===== config.mk =====
export PLATFORM = sky130hd
export DESIGN_NAME = dr_link
export DESIGN_NICKNAME = d
export VERILOG_FILES = /design/src/rtl/dr_pkg.sv /design/src/rtl/dr_pair_decode.sv /design/src/rtl/dr_and_tree.sv /design/src/rtl/dr_completion.sv /design/src/rtl/dr_encoder.sv /design/src/rtl/dr_link.sv
export SDC_FILE = /design/constraint.sdc
export NUM_CORES = 1
export LEC_CHECK = 0
export ABC_AREA = 1
export CAP_MARGIN = 25
export CORE_MARGIN = 3
export CORE_UTILIZATION = 45
export CTS_CLUSTER_DIAMETER = 40
export CTS_CLUSTER_SIZE = 16
export DETAILED_ROUTE_END_ITERATION = 8
export PLACE_DENSITY_LB_ADDON = 0.1
export SYNTH_ARGS = -nofsm -noshare
export SYNTH_HDL_FRONTEND = slang
export SYNTH_HIERARCHICAL = 1
export SYNTH_SLANG_ARGS = --single-unit

===== constraint.sdc =====
create_clock -name clk -period 1.4 [get_ports clk]
set_clock_uncertainty 0.05 [all_clocks]
set_input_delay 0.28 -clock clk [delete_from_list [all_inputs] [get_ports clk]]
set_output_delay 0.28 -clock clk [all_outputs]
set_load 0.02 [all_outputs]

===== src/rtl/dr_pkg.sv =====
package dr_pkg;
   typedef enum logic [1:0] {
      ENC_IDLE = 2'd0,
      ENC_DATA = 2'd1,
      ENC_RTZ  = 2'd2
   } enc_state_e;

   localparam logic [1:0] PAIR_SPACER  = 2'b00;
   localparam logic [1:0] PAIR_ZERO    = 2'b01;
   localparam logic [1:0] PAIR_ONE     = 2'b10;
   localparam logic [1:0] PAIR_ILLEGAL = 2'b11;
endpackage


===== src/rtl/dr_pair_decode.sv =====
module dr_pair_decode #(
   parameter int WIDTH = 8
) (
   input  logic [WIDTH-1:0] rail_t,
   input  logic [WIDTH-1:0] rail_f,
   output logic [WIDTH-1:0] bit_valid,
   output logic [WIDTH-1:0] bit_spacer,
   output logic [WIDTH-1:0] bit_illegal,
   output logic [WIDTH-1:0] bit_value
);
   import dr_pkg::*;

   for (genvar i = 0; i < WIDTH; i++) begin : g_pair
      logic [1:0] pair;
      assign pair           = {rail_t[i], rail_f[i]};
      assign bit_valid[i]   = (pair == PAIR_ZERO) || (pair == PAIR_ONE);
      assign bit_spacer[i]  = (pair == PAIR_SPACER);
      assign bit_illegal[i] = (pair == PAIR_ILLEGAL);
      assign bit_value[i]   = (pair == PAIR_ONE);
   end
endmodule


===== src/rtl/dr_and_tree.sv =====
module dr_and_tree #(
   parameter int WIDTH = 8
) (
   input  logic [WIDTH-1:0] leaves,
   output logic             root
);
   localparam int LO_W = WIDTH / 2;
   localparam int HI_W = WIDTH - LO_W;

   if (WIDTH < 1) begin : g_bad_width
      $error("dr_and_tree: WIDTH must be at least 1");
   end

   if (WIDTH == 1) begin : g_leaf
      assign root = leaves[0];
   end else begin : g_split
      logic lo_root;
      logic hi_root;
      dr_and_tree #(.WIDTH(LO_W)) i_lo (
         .leaves(leaves[LO_W-1:0]),
         .root  (lo_root)
      );
      dr_and_tree #(.WIDTH(HI_W)) i_hi (
         .leaves(leaves[WIDTH-1:LO_W]),
         .root  (hi_root)
      );
      assign root = lo_root & hi_root;
   end
endmodule


===== src/rtl/dr_completion.sv =====
module dr_completion (
   input  logic clk,
   input  logic rst_n,
   input  logic all_valid,
   input  logic all_spacer,
   output logic done,
   output logic done_rise
);
   always_ff @(posedge clk or negedge rst_n) begin
      if (!rst_n) begin
         done <= 1'b0;
      end else if (all_valid) begin
         done <= 1'b1;
      end else if (all_spacer) begin
         done <= 1'b0;
      end
   end

   assign done_rise = all_valid & ~done;


   hold_high_chk: assert property (@(posedge clk) disable iff (!rst_n)
      ($past(done) && !$past(all_spacer)) |-> done);


   hold_low_chk: assert property (@(posedge clk) disable iff (!rst_n)
      (!$past(done) && !$past(all_valid)) |-> !done);
endmodule


===== src/rtl/dr_encoder.sv =====
module dr_encoder #(
   parameter int WIDTH = 8
) (
   input  logic             clk,
   input  logic             rst_n,
   input  logic [WIDTH-1:0] word,
   input  logic             valid,
   input  logic             ack,
   output logic             ready,
   output logic [WIDTH-1:0] rail_t,
   output logic [WIDTH-1:0] rail_f
);
   import dr_pkg::*;

   enc_state_e       state;
   logic [WIDTH-1:0] word_q;

   always_ff @(posedge clk or negedge rst_n) begin
      if (!rst_n) begin
         state  <= ENC_IDLE;
         word_q <= '0;
      end else begin
         unique case (state)
            ENC_IDLE: if (valid) begin
               state  <= ENC_DATA;
               word_q <= word;
            end
            ENC_DATA: if (ack)  state <= ENC_RTZ;
            ENC_RTZ:  if (!ack) state <= ENC_IDLE;
            default:            state <= ENC_IDLE;
         endcase
      end
   end

   assign ready  = (state == ENC_IDLE);
   assign rail_t = (state == ENC_DATA) ? word_q  : '0;
   assign rail_f = (state == ENC_DATA) ? ~word_q : '0;


   idle_spacer_chk: assert property (@(posedge clk) disable iff (!rst_n)
      ready |-> (rail_t == '0 && rail_f == '0));


   data_hold_chk: assert property (@(posedge clk) disable iff (!rst_n)
      ((|$past(rail_t | rail_f)) && !$past(ack)) |->
         ($stable(rail_t) && $stable(rail_f)));


   ready_wait_chk: assert property (@(posedge clk) disable iff (!rst_n)
      $rose(ready) |-> !$past(ack));
endmodule


===== src/rtl/dr_link.sv =====
module dr_link #(
   parameter int WIDTH  = 8,
   parameter bit REG_IN = 1'b0
) (
   input  logic             clk,
   input  logic             rst_n,
   input  logic [WIDTH-1:0] tx_word,
   input  logic             tx_valid,
   input  logic             tx_ack,
   output logic             tx_ready,
   output logic [WIDTH-1:0] tx_rail_t,
   output logic [WIDTH-1:0] tx_rail_f,
   input  logic [WIDTH-1:0] rx_rail_t,
   input  logic [WIDTH-1:0] rx_rail_f,
   output logic [WIDTH-1:0] rx_data,
   output logic             rx_done,
   output logic             rx_error
);
   if (WIDTH < 1) begin : g_bad_width
      $error("dr_link: WIDTH must be at least 1");
   end

   logic [WIDTH-1:0] s_t, s_f;

   if (REG_IN) begin : g_reg_in
      always_ff @(posedge clk or negedge rst_n) begin
         if (!rst_n) begin
            s_t <= '0;
            s_f <= '0;
         end else begin
            s_t <= rx_rail_t;
            s_f <= rx_rail_f;
         end
      end
   end else begin : g_direct_in
      assign s_t = rx_rail_t;
      assign s_f = rx_rail_f;
   end

   logic [WIDTH-1:0] bit_valid, bit_spacer, bit_illegal, bit_value;
   logic             all_valid, all_spacer, done_rise;

   dr_pair_decode #(.WIDTH(WIDTH)) i_decode (
      .rail_t     (s_t),
      .rail_f     (s_f),
      .bit_valid  (bit_valid),
      .bit_spacer (bit_spacer),
      .bit_illegal(bit_illegal),
      .bit_value  (bit_value)
   );

   dr_and_tree #(.WIDTH(WIDTH)) i_valid_tree (
      .leaves(bit_valid),
      .root  (all_valid)
   );

   dr_and_tree #(.WIDTH(WIDTH)) i_spacer_tree (
      .leaves(bit_spacer),
      .root  (all_spacer)
   );

   dr_completion i_completion (
      .clk       (clk),
      .rst_n     (rst_n),
      .all_valid (all_valid),
      .all_spacer(all_spacer),
      .done      (rx_done),
      .done_rise (done_rise)
   );

   always_ff @(posedge clk or negedge rst_n) begin
      if (!rst_n) begin
         rx_data  <= '0;
         rx_error <= 1'b0;
      end else begin
         if (done_rise) rx_data <= bit_value;
         if (|bit_illegal) rx_error <= 1'b1;
      end
   end

   dr_encoder #(.WIDTH(WIDTH)) i_encoder (
      .clk   (clk),
      .rst_n (rst_n),
      .word  (tx_word),
      .valid (tx_valid),
      .ack   (tx_ack),
      .ready (tx_ready),
      .rail_t(tx_rail_t),
      .rail_f(tx_rail_f)
   );


   done_rise_chk: assert property (@(posedge clk) disable iff (!rst_n)
      $rose(rx_done) |-> ($past((s_t ^ s_f) == '1)));


   done_fall_chk: assert property (@(posedge clk) disable iff (!rst_n)
      $fell(rx_done) |-> ($past((s_t | s_f) == '0)));


   data_stable_chk: assert property (@(posedge clk) disable iff (!rst_n)
      (rx_done && $past(rx_done)) |-> $stable(rx_data));


   error_sticky_chk: assert property (@(posedge clk) disable iff (!rst_n)
      $past(rx_error) |-> rx_error);
endmodule


; Yosys cells after proc, flatten, opt, wreduce, memory -nomap -nowiden
; Index checks and enable logic that the tools add are counted.
[word_totals]
regBits = 20
output_inout_bits = 27
wordCells = 80
[classes]
reduce_logical = 21
mux = 8
eq_ne = 29
n_bitwise = 17
[ops]
columns = operator, count
row1 = "== test 2 bit, second input constant", 17
row2 = "== test 2 x 1 -> 1 bit, second input constant", 9
row3 = logical NOT 2 bit, 9
row4 = 2-to-1 mux 8 bit, 2
row5 = bitwise AND 1 bit, 15
row6 = logical OR 1 bit, 8
row7 = NOT 8 bit, 1
row8 = OR reduction 8 bit, 1
row9 = 2-to-1 mux 2 bit, 3
row10 = "inequality test 2 bit, second input constant", 3
row11 = case mux 2 bit (3 select lines), 1
row12 = AND reduction 3 bit, 1
row13 = 2-to-1 mux 1 bit, 2
row14 = AND reduction 2 bit, 1
row15 = nonzero test 2 bit, 1
row16 = NOT 1 bit, 1

; Longest topological paths before layout
; Gate-level depths: netlist of run 1.
[depth]
ltp_word = 6
depth_mapped = 14

; Cells and area by module
; The synthesis of run 1 kept the hierarchy.
[by_module_without_submodules]
columns = mod, instances, area_per_inst_um2, seq_area_each_um2, cells_each
row1 = dr_encoder, 1, 510.5, 250.2, 69
row2 = dr_link, 1, 366.6, 225.2, 41
row3 = dr_pair_decode, 1, 360.3, 0.0, 40
row4 = dr_and_tree (i_spacer_tree.g_split.i_hi.g_split.i_hi.g_split.i_hi ...), 16, 7.5, 0.0, 1
row5 = dr_and_tree (i_spacer_tree ...), 14, 7.5, 0.0, 2
row6 = dr_completion, 1, 43.8, 25.0, 6

; Worst setup path after synthesis of run 1
; Ideal clock, no wire load.
[synth_timing]
kind = in2reg
from = input rx_rail_f[0]
to = register rx_data[4]
setup_ps = 126
path_buffers = 2
path_slack_ps = -182
t_arrival_ps = 1406
cell_stages = 13
path_cell_list = inv_1 ha_1 buf_4 nand2_1 inv_1 nand2_1 inv_1 nand2_1 inv_1 inv_1 nor2_1 buf_6 o21ai_0
[synth_via]
elab_chain_cells = 6
[synth_rtl]
columns = item, line_no
row1 = "start, declared", dr_link.sv:14  ; input logic [WIDTH-1:0] rx_rail_f,
row2 = == test 2 x 1 -> 1 bit or == test 2 bit (tied branches), dr_pair_decode.sv:16  ; assign bit_valid[i] = (pair == PAIR_ZERO) || (pair == PAIR_ONE);
row3 = logical OR 1 bit (*), dr_pair_decode.sv:16
row4 = via bit_valid[0], dr_link.sv:40  ; logic [WIDTH-1:0] bit_valid, bit_spacer, bit_illegal, bit_value;
row5 = bitwise AND 1 bit (*), dr_and_tree.sv:27  ; assign root = lo_root & hi_root;
row6 = via i_valid_tree.g_split.i_lo.g_split.lo_root, dr_and_tree.sv:17  ; logic lo_root;
row7 = bitwise AND 1 bit (*), dr_and_tree.sv:27
row8 = via i_valid_tree.g_split.lo_root, dr_and_tree.sv:17
row9 = bitwise AND 1 bit (*), dr_and_tree.sv:27
row10 = via all_valid, dr_link.sv:41  ; logic all_valid, all_spacer, done_rise;
row11 = bitwise AND 1 bit (*), dr_completion.sv:19  ; assign done_rise = all_valid & ~done;
row12 = via done_rise, dr_link.sv:41
row13 = "end signal, assigned", dr_link.sv:76  ; if (done_rise) rx_data <= bit_value;
row14 = "end, declared", dr_link.sv:15  ; output logic [WIDTH-1:0] rx_data,
; Mark *: on every way through the listed nets, which the timed path passes. The rest lies on a longest branch.
; A chain may end at the register's enable or synchronous reset.

; Worst setup path in the final report of run 1
[layout_timing]
from = register i_encoder.state[1]
to = output tx_rail_t[6]
[layout_via]
elab_chain_cells = 2
[layout_rtl]
columns = item, line_no
row1 = "start, declared", dr_encoder.sv:15  ; enc_state_e state;
row2 = "start signal, assigned", dr_encoder.sv:20  ; state <= ENC_IDLE;
row3 = "start signal, assigned", dr_encoder.sv:25  ; state <= ENC_DATA;
row4 = "start signal, assigned", dr_encoder.sv:28  ; ENC_DATA: if (ack) state <= ENC_RTZ;
row5 = == test 2 x 1 -> 1 bit, dr_encoder.sv:36  ; assign rail_t = (state == ENC_DATA) ? word_q : '0;
row6 = 2-to-1 mux 8 bit, dr_encoder.sv:36
row7 = "end, declared", dr_link.sv:11  ; output logic [WIDTH-1:0] tx_rail_t,
; Every way passes these cells.

==> impl.org, run 1 <==
** Worst setup path
- Crit path DAT :: ~1.2 ns
- Critical path class :: reg -> out
- Tracing the worst setup path back leads to its startpoint at i_encoder/state[1].
- Following the worst setup path forward leads to its endpoint at tx_rail_t[6].
- Depth of the worst register-to-register path :: 7
- Reg-to-reg endpoint :: i_encoder/word_q[4]
- At the worst endpoint, the required time is between 1 and 1.5 ns.
- The worst setup path is launched from a register.
- For flop-to-flop paths, the worst setup slack is about 0.1 ns.
- In this run the worst path has a maximum fanout of 8.
- The worst setup path is captured at an output port.
- Beginning of the worst register-to-register path :: i_encoder/state[0]

** Global routing
- In the global route stage, overall resource usage came out at 0.181.
- Via count of the first global-routing pass :: between 1,000 and 1,500
- Total gr overflow :: 0
- Number of antenna violations at the first check in global routing :: 0
- First-pass GRT wire length :: approximately 6000 um
- Pin count of the biggest net entering global routing :: 21

** Power
- Maximum resistive drop on vdd :: approximately 0.55 mV
- Summing internal, switching and leakage power gives around 3100 uW.
- Power per unit of standard cell area :: 1320 mW/mm^2
- Leak Pwr :: approximately 0.0013 uW

** Detailed routing
- The final layout contains routed wiring with a total length of around 3500 um.
- Iter 0 DRT Violations :: 64
- The first TritonRoute pass finished after 4 iterations.
- Average routed wire per standard cell :: ~11 um
- Remaining DRCs :: 0
- Count of nets left with antenna violations after detail routing :: 0
- In the routed layout, each cell is associated on average with a via count of between 4 and 5.
- The routed layout has roughly 1,400 vias.

** STA
- The number of hold violations in the final report was 0.
- Setup repair after global routing missed its margin :: yes
- Final cycle utilization of the critical path :: 1.10
- At the pin with the least slew margin, the transition time is between 0.2 and 0.3 ns.
- Setup violations remaining at the end of the flow were counted as 17.
- Max Clock Freq :: between 0.6 and 0.7 GHz
- Relative slew slack :: 0.817
- The worst path in the final design needs a cycle of ~1.5 ns, including I/O delays and setup.
- The final count of pins violating max slew was 0.
- In the final timing run, aggregate negative setup slack is -1.86 ns.
- Crit path setup slack, layout :: -0.146 ns

** Run status
- Failing checks :: negative setup slack
- The flow ran to the end, but the final reports show violations.

** Placed design
- In this run the cell area measured after placement is roughly 0.0023 sq mm.
- Routability-driven placement finished with a final weighted congestion of ~0.80.
- The count of buffers added on input and output ports is 54.
- Estimated wirelength of the detail-placed design :: ~2800 um
- Dpl ws :: -0.620 ns
- Number of instances in the placed design :: 301

** Clock network
- Number of hold buffers added after cts :: 0
- TritonCTS built the clock tree.
- Clock-pin slew was measured on the worst setup and hold paths at 0.12 ns.
- Deepest clock path buffer count :: 2
- The clock drives 20 sinks.
- Inserted Clock Buffers :: 3
- In this run the number of H-tree levels came out at 1.
- In this run the clock root is driven by a sky130_fd_sc_hd__clkbuf_4.
- Insertion delay to the later sink of the worst-skew pair :: 0.30 ns

** Synthesis
- Of the post-synthesis cell area, the dominant cell type holds 0.332.
- Yosys top cell by area :: sky130_fd_sc_hd__dfrtp_1
- After synthesis, the cell types taking the most area are sky130_fd_sc_hd__dfrtp_1 33%, sky130_fd_sc_hd__ha_1 20%, sky130_fd_sc_hd__inv_1 12%.
- The average instance in the mapped netlist occupies 7.53 sq um.
- The netlist uses 15 different library cells.
- In this run the cell area of the synthesized design comes to ~0.0015 sq mm.
- Warning count from the yosys run :: 6
- Number of instances in the synthesized netlist :: 200
- Fraction of the yosys area taken by sequential cells :: 0.332
- The number of nets in the synthesized netlist is approximately 250.
- After synthesis the netlist holds a flip-flop and latch count of 20.

** Floorplan
- Vertical die dimension :: 63.9 um
- The floorplan has 20 rows.
- Starting Density :: 0.482
- In this run the standard cell core region covers 0.00313 sq mm.
- I/O pin cnt :: 55
- The floorplan step defined a die boundary enclosing approximately 0.0041 sq mm.
- In this run the horizontal extent of the chip is 63.9 um.

** Worst hold path
- The tightest min-delay check is of the in -> async type.

** Final layout
- Of the cells placed in the final design, the portion with a size suffix greater than 1 is 0.396.
- Final standard cell area without fillers :: 0.00236 sq mm
- After the last flow step, the layout net total stands at 321.
- Final cell count without fillers :: around 310
- Signed area change from the synthesized netlist to the final layout :: 56.8%
- The number of antenna diodes in the final layout is 0.

** Run
- The tool flagged a number of max-cap violations equal to 0.
## state kept, by name, indices dropped and copies added (netlist names)
signal             flops
i_completion/done      1
rx_data                8
rx_error               1
i_encoder/state        2
i_encoder/word_q       8
## worst max-delay path, cell delays in order (launching register included)
cell and delay, ns:
sky130_fd_sc_hd__dfrtp_1 0.44, sky130_fd_sc_hd__inv_4 0.11, sky130_fd_sc_hd__nand2_4 0.10, sky130_fd_sc_hd__nor2_1 0.11
sky130_fd_sc_hd__buf_4 0.15
## how the worst min path moves through the flow
stage	start	depth (start not counted)	slack (ns)	end
6_report	rst_n	2	0.26	i_encoder/word_q[7]
2_1_floorplan	rst_n	0	-0.07	i_completion/done
3_5_place_dp	i_encoder/word_q[0]	2	0.43	i_encoder/word_q[0]
4_1_cts	rst_n	2	0.26	i_encoder/word_q[7]
3_3_place_gp	rx_error	2	0.42	rx_error
5_1_grt	rst_n	2	0.26	i_encoder/state[1]
## metal layers
| metal | GRT usage | part of all wire | wire [um] |
|---|---|---|---|
| met5 | 0 | 0 | 0 |
| met4 | 0.0755 | 0.021 | 74 |
| met3 | 0.0299 | 0.060 | 210 |
| met2 | 0.343 | 0.53 | 1880 |
| met1 | 0.195 | 0.38 | 1350 |
## cells in the mapped netlist
library cell	count
sky130_fd_sc_hd__nand2_4	1
sky130_fd_sc_hd__nor3_1	1
sky130_fd_sc_hd__buf_2	1
sky130_fd_sc_hd__ha_1	24
sky130_fd_sc_hd__o21ai_0	10
sky130_fd_sc_hd__buf_6	2
sky130_fd_sc_hd__nor2_1	21
sky130_fd_sc_hd__or2_1	1
sky130_fd_sc_hd__nor2_4	1
sky130_fd_sc_hd__buf_4	16
sky130_fd_sc_hd__nand3_1	8
sky130_fd_sc_hd__dfrtp_1	20
sky130_fd_sc_hd__nand2_1	43
sky130_fd_sc_hd__inv_1	50
sky130_fd_sc_hd__nand2_2	1
## stage by stage
step,util,hold slack [ns]
global placement,0.734,0.425
global route,0.755,0.261
floorplan,-,-0.0656
CTS,0.761,0.255
detailed placement,0.734,0.432
finish,0.755,0.255
## report_power, final
part,total (uW),switching [uW],internal (uW)
registers,931,154,777
logic,1720,973,748
clock network,466,176,289
total,3120,1300,1810
## cell usage in the layout (no fill, tap or decap), drive strengths merged
| cell type | Yosys | routed |
|---|---|---|
| buf | 19 | 51 |
| inv | 50 | 50 |
| nand2 | 45 | 46 |
| ha | 24 | 24 |
| nor2 | 22 | 22 |
| dfrtp | 20 | 20 |
| clkbuf | 0 | 14 |
| clkdlybuf4s50 | 0 | 11 |
| o21ai | 10 | 10 |
| nand3 | 8 | 8 |
| dlygate4sd2 | 0 | 5 |
| clkdlybuf4s15 | 0 | 3 |
| or2 | 1 | 1 |
| nor3 | 1 | 1 |
| bufinv | 0 | 1 |
| bufbuf | 0 | 1 |
## kinds of logic (layout without fill, tap and decap cells)
logic type / after synthesis / in the layout / share of synthesized area
flip-flops: 20 / 20 / 0.332
AO/OA/AOI/OAI: 10 / 10 / 0.0332
AND/OR/NAND/NOR: 77 / 78 / 0.213
buffers and inverters: 69 / 136 / 0.223
adder cells (fa/ha/maj): 24 / 24 / 0.199
## area by class of cell
| class | instances | area (sq um) |
|---|---|---|
| flip-flops and latches | 20 | 500 |
| multi-input cells | 112 | 826 |
| inverters | 50 | 248 |
| fillers | 239 | 766 |
| repair buffers | 82 | 681 |
| clock inverters | 1 | 30.0 |
| clock buffers | 3 | 22.5 |
| well taps | 44 | 55.1 |
## repair_timing
action,CTS,global route
pin swaps,2,1
gates cloned,1,1
resized for setup,137,41
setup endpoints to repair,36,32
setup buffers,4,2
Power figures use the tool's default switching activity.
==> run 2, diff against run 1 <==
--- a/config.mk
+++ b/config.mk
@@ -13,6 +13,7 @@
 export CTS_CLUSTER_SIZE = 16
 export DETAILED_ROUTE_END_ITERATION = 8
 export PLACE_DENSITY_LB_ADDON = 0.1
+export SLEW_MARGIN = 20
 export SYNTH_ARGS = -nofsm -noshare
 export SYNTH_HDL_FRONTEND = slang
 export SYNTH_HIERARCHICAL = 1
==> results of run 2 <==
The final DEF is identical to that of run 1; final timing and power are the same.
==> run 3, diff against run 2 <==
--- a/config.mk
+++ b/config.mk
@@ -10,9 +10,9 @@
 export CORE_MARGIN = 3
 export CORE_UTILIZATION = 45
 export CTS_CLUSTER_DIAMETER = 40
-export CTS_CLUSTER_SIZE = 16
 export DETAILED_ROUTE_END_ITERATION = 8
 export PLACE_DENSITY_LB_ADDON = 0.1
+export SETUP_SLACK_MARGIN = 0.2
 export SLEW_MARGIN = 20
 export SYNTH_ARGS = -nofsm -noshare
 export SYNTH_HDL_FRONTEND = slang
==> impl.org, run 3 (synthesized netlist as in run 1, its figures left out) <==
** Run status
- The run finished, with violations left.
- The checks that failed: negative setup slack.

** STA
- Final cycle utilization of the critical path :: 1.14 (+0.0405)
- Final hold vios :: 0 (unchanged)
- Sum of negative setup slack :: -2.94 ns (-1.08 ns)
- Setup repair after global routing missed its margin :: yes
- The clock period minus worst slack came to 1.60 ns (+0.0566 ns).
- The final setup violation count is 23 (+6).
- Crit path setup slack, layout :: -0.202 ns (-0.0566 ns)
- Relative slew slack :: 0.821 (+0.00411)
- Max Clock Freq :: 0.624 GHz (-3.5%)
- Transition time at the pin with the least slew margin :: 0.269 ns (-0.00531 ns)
- Total count of max-transition violations in the final report :: 0 (unchanged)

** Placed design
- The post-placement worst setup slack came to -0.703 ns (-0.0827 ns).
- Estimated wirelength of the detail-placed design :: 2900 um (+4.3%)
- Placed Area :: 0.00237 sq mm (+3.3%)
- The number of buffer cells added on primary ports is 54 (unchanged).
- Last weighted congestion value of the routability-driven placer :: 0.797 (-0.44%)

** Clock network
- The number of buffers added by the clock tree synthesis step is 3 (unchanged).
- The cell sitting at the root of the clock tree is a sky130_fd_sc_hd__clkbuf_4.
- Number of clock sinks :: 20 (unchanged)
- The depth of the CTS H-tree is 1 (unchanged).
- The number of buffers added to fix hold violations after cts was 0 (unchanged).
- TritonCTS built the clock tree.
- The insertion delay of the later-clocked pin in the worst-skew pair is 0.31 ns (about the same).
- The number of buffers on the longest clock path came to 2 (unchanged).
- CTS clock-pin slew for the worst setup and hold paths :: 0.13 ns (about the same)

** Worst setup path
- The worst setup path is launched from a register.
- Kind of end point of the critical path :: output port
- The critical path is of the reg -> out type.
- The arrival time reported for the critical path endpoint is 1.27 ns (+0.05 ns).
- Maximum fanout along the worst path :: 8 (unchanged)
- Worst endpoint required time :: 1.07 ns (about the same)

** Floorplan
- Starting Density :: 0.482 (unchanged)
- Area enclosed by the die boundary :: 0.00408 sq mm (unchanged)
- Vertical die dimension :: 63.9 um (unchanged)
- The number of standard-cell rows in the floorplan was 20 (unchanged).
- The I/O pin total is 55 (unchanged).
- The core area is 0.00313 sq mm (unchanged).
- Die outline width :: 63.9 um (unchanged)

** Final layout
- Signed area change from the synthesized netlist to the final layout :: 86.9%
- In the layout the commonest cells are 35 x sky130_fd_sc_hd__buf_6, 33 x sky130_fd_sc_hd__buf_4, 31 x sky130_fd_sc_hd__nand2_1.
- The number of antenna diodes came to 0 (unchanged).
- The largest registers in the layout are i_encoder/word_q (8), rx_data (8), i_encoder/state (2).
- Commonest non-fill, non-tap cell in the layout :: sky130_fd_sc_hd__buf_6
- # nets final :: 332 (+3.4%)
- Fraction of layout instances using a drive strength above 1 :: 0.552 (+0.156)
- Final standard cell area without fillers :: 0.00282 sq mm (+19%)

** Detailed routing
- Remaining DRCs :: 0 (unchanged)
- The number of antenna-violating nets in the routed design came to 0 (unchanged).
- The detail-routed net length per standard cell was 16.9 um (+51%).
- Routed via count divided by cell count :: 4.94 (+11%)
- Aggregate routed wire length :: 5470 um (+56%)
- Total via count in the routed design :: 1,596 (+15%)
- The first-pass iteration count of the detailed router was 4 (unchanged).
- The starting DRC count in detailed routing is 93 (+45%).

** Power
- The total power is 3720 uW (+19%).
- Maximum resistive drop on vdd :: 0.585 mV (+6.1%)
- Power per unit of standard cell area :: 1320 mW/mm^2 (about the same)
- The leakage power of the design was 0.00153 uW (+15%).

** Global routing
- Global-route usage over all layers :: 0.204 (+0.0230)
- The first-pass GRT wire length came to 6620 um (+9.6%).
- Via count of the first global-routing pass :: 1,498 (+2.8%)
- Pin count of the biggest net entering global routing :: 21 (unchanged)
- Number of antenna violations at the first check in global routing :: 0 (unchanged)
- Total gr overflow :: 0 (unchanged)

** Run
- Count of max-cap constraint violations :: 0 (unchanged)

** Worst hold path
- The min-delay analysis places its worst path in the category in -> async.
==> run 3: per-layer routing <==
| layer | vias up | share of wire | track usage |
|---|---|---|---|
| met4 | 0 | 0.027 | 0.0647 |
| met1 | 771 | 0.37 | 0.209 |
| met3 | 12 | 0.055 | 0.0211 |
| met2 | 86 | 0.55 | 0.418 |
| li1 | 727 | - | - |
| met5 | - | 0 | 0 |
==> run 3: layout make-up <==
type / count / area, sq um
multi-input cells: 113 / 1010
repair buffers: 92 / 960
flip-flops and latches: 20 / 502
fillers: 121 / 313
inverters: 50 / 250
well taps: 44 / 55.1
clock buffers: 4 / 36.3
==> run 3: critical path, cell delays in order, from the launching register on <==
cell and delay (ns):
sky130_fd_sc_hd__dfrtp_2 0.54, sky130_fd_sc_hd__nand2_8 0.16, sky130_fd_sc_hd__nor2_4 0.13, sky130_fd_sc_hd__buf_6 0.13
==> run 3: repair_timing <==
action | in CTS | in global routing
pin swaps | 9 | 11
gates cloned | 2 | 1
setup buffers | 9 | 5
resized for setup | 261 | 45
setup endpoints to repair | 45 | 44
==> run 3: path summary, 6_finish.rpt <==
| kind | slack (ns) | cells past startpoint | startpoint | endpoint |
|---|---|---|---|---|
| min reg2reg | 0.51 | 2 | rx_error | rx_error |
| max in group asynchronous | 0.81 | 2 | rst_n | i_encoder/state[0] |
| max reg2reg | -0.05 | 6 | i_encoder/state[0] | i_encoder/word_q[5] |
| min in group clk | 0.28 | 4 | rx_rail_f[2] | rx_error |
| max | -0.20 | 3 | i_encoder/state[0] | tx_rail_f[6] |
| min | 0.26 | 2 | rst_n | i_encoder/state[1] |
==> run 3: per-stage QoR <==
stage,hold slack [ns],instances,util
after floorplan,-0.0656,200,-
after global placement,0.426,302,0.758
after detailed placement,0.441,302,0.758
after CTS,0.279,317,0.837
after global routing,0.264,323,0.900
final,0.257,323,0.900
==> run 3: report_power, final <==
| group | total [uW] | leakage [uW] | switching (uW) | internal [uW] |
|---|---|---|---|---|
| registers | 1070 | 0.000223 | 291 | 778 |
| logic | 2280 | 0.00128 | 1260 | 1030 |
| clock network | 362 | 0.0000210 | 204 | 159 |
| total | 3720 | 0.00153 | 1750 | 1970 |
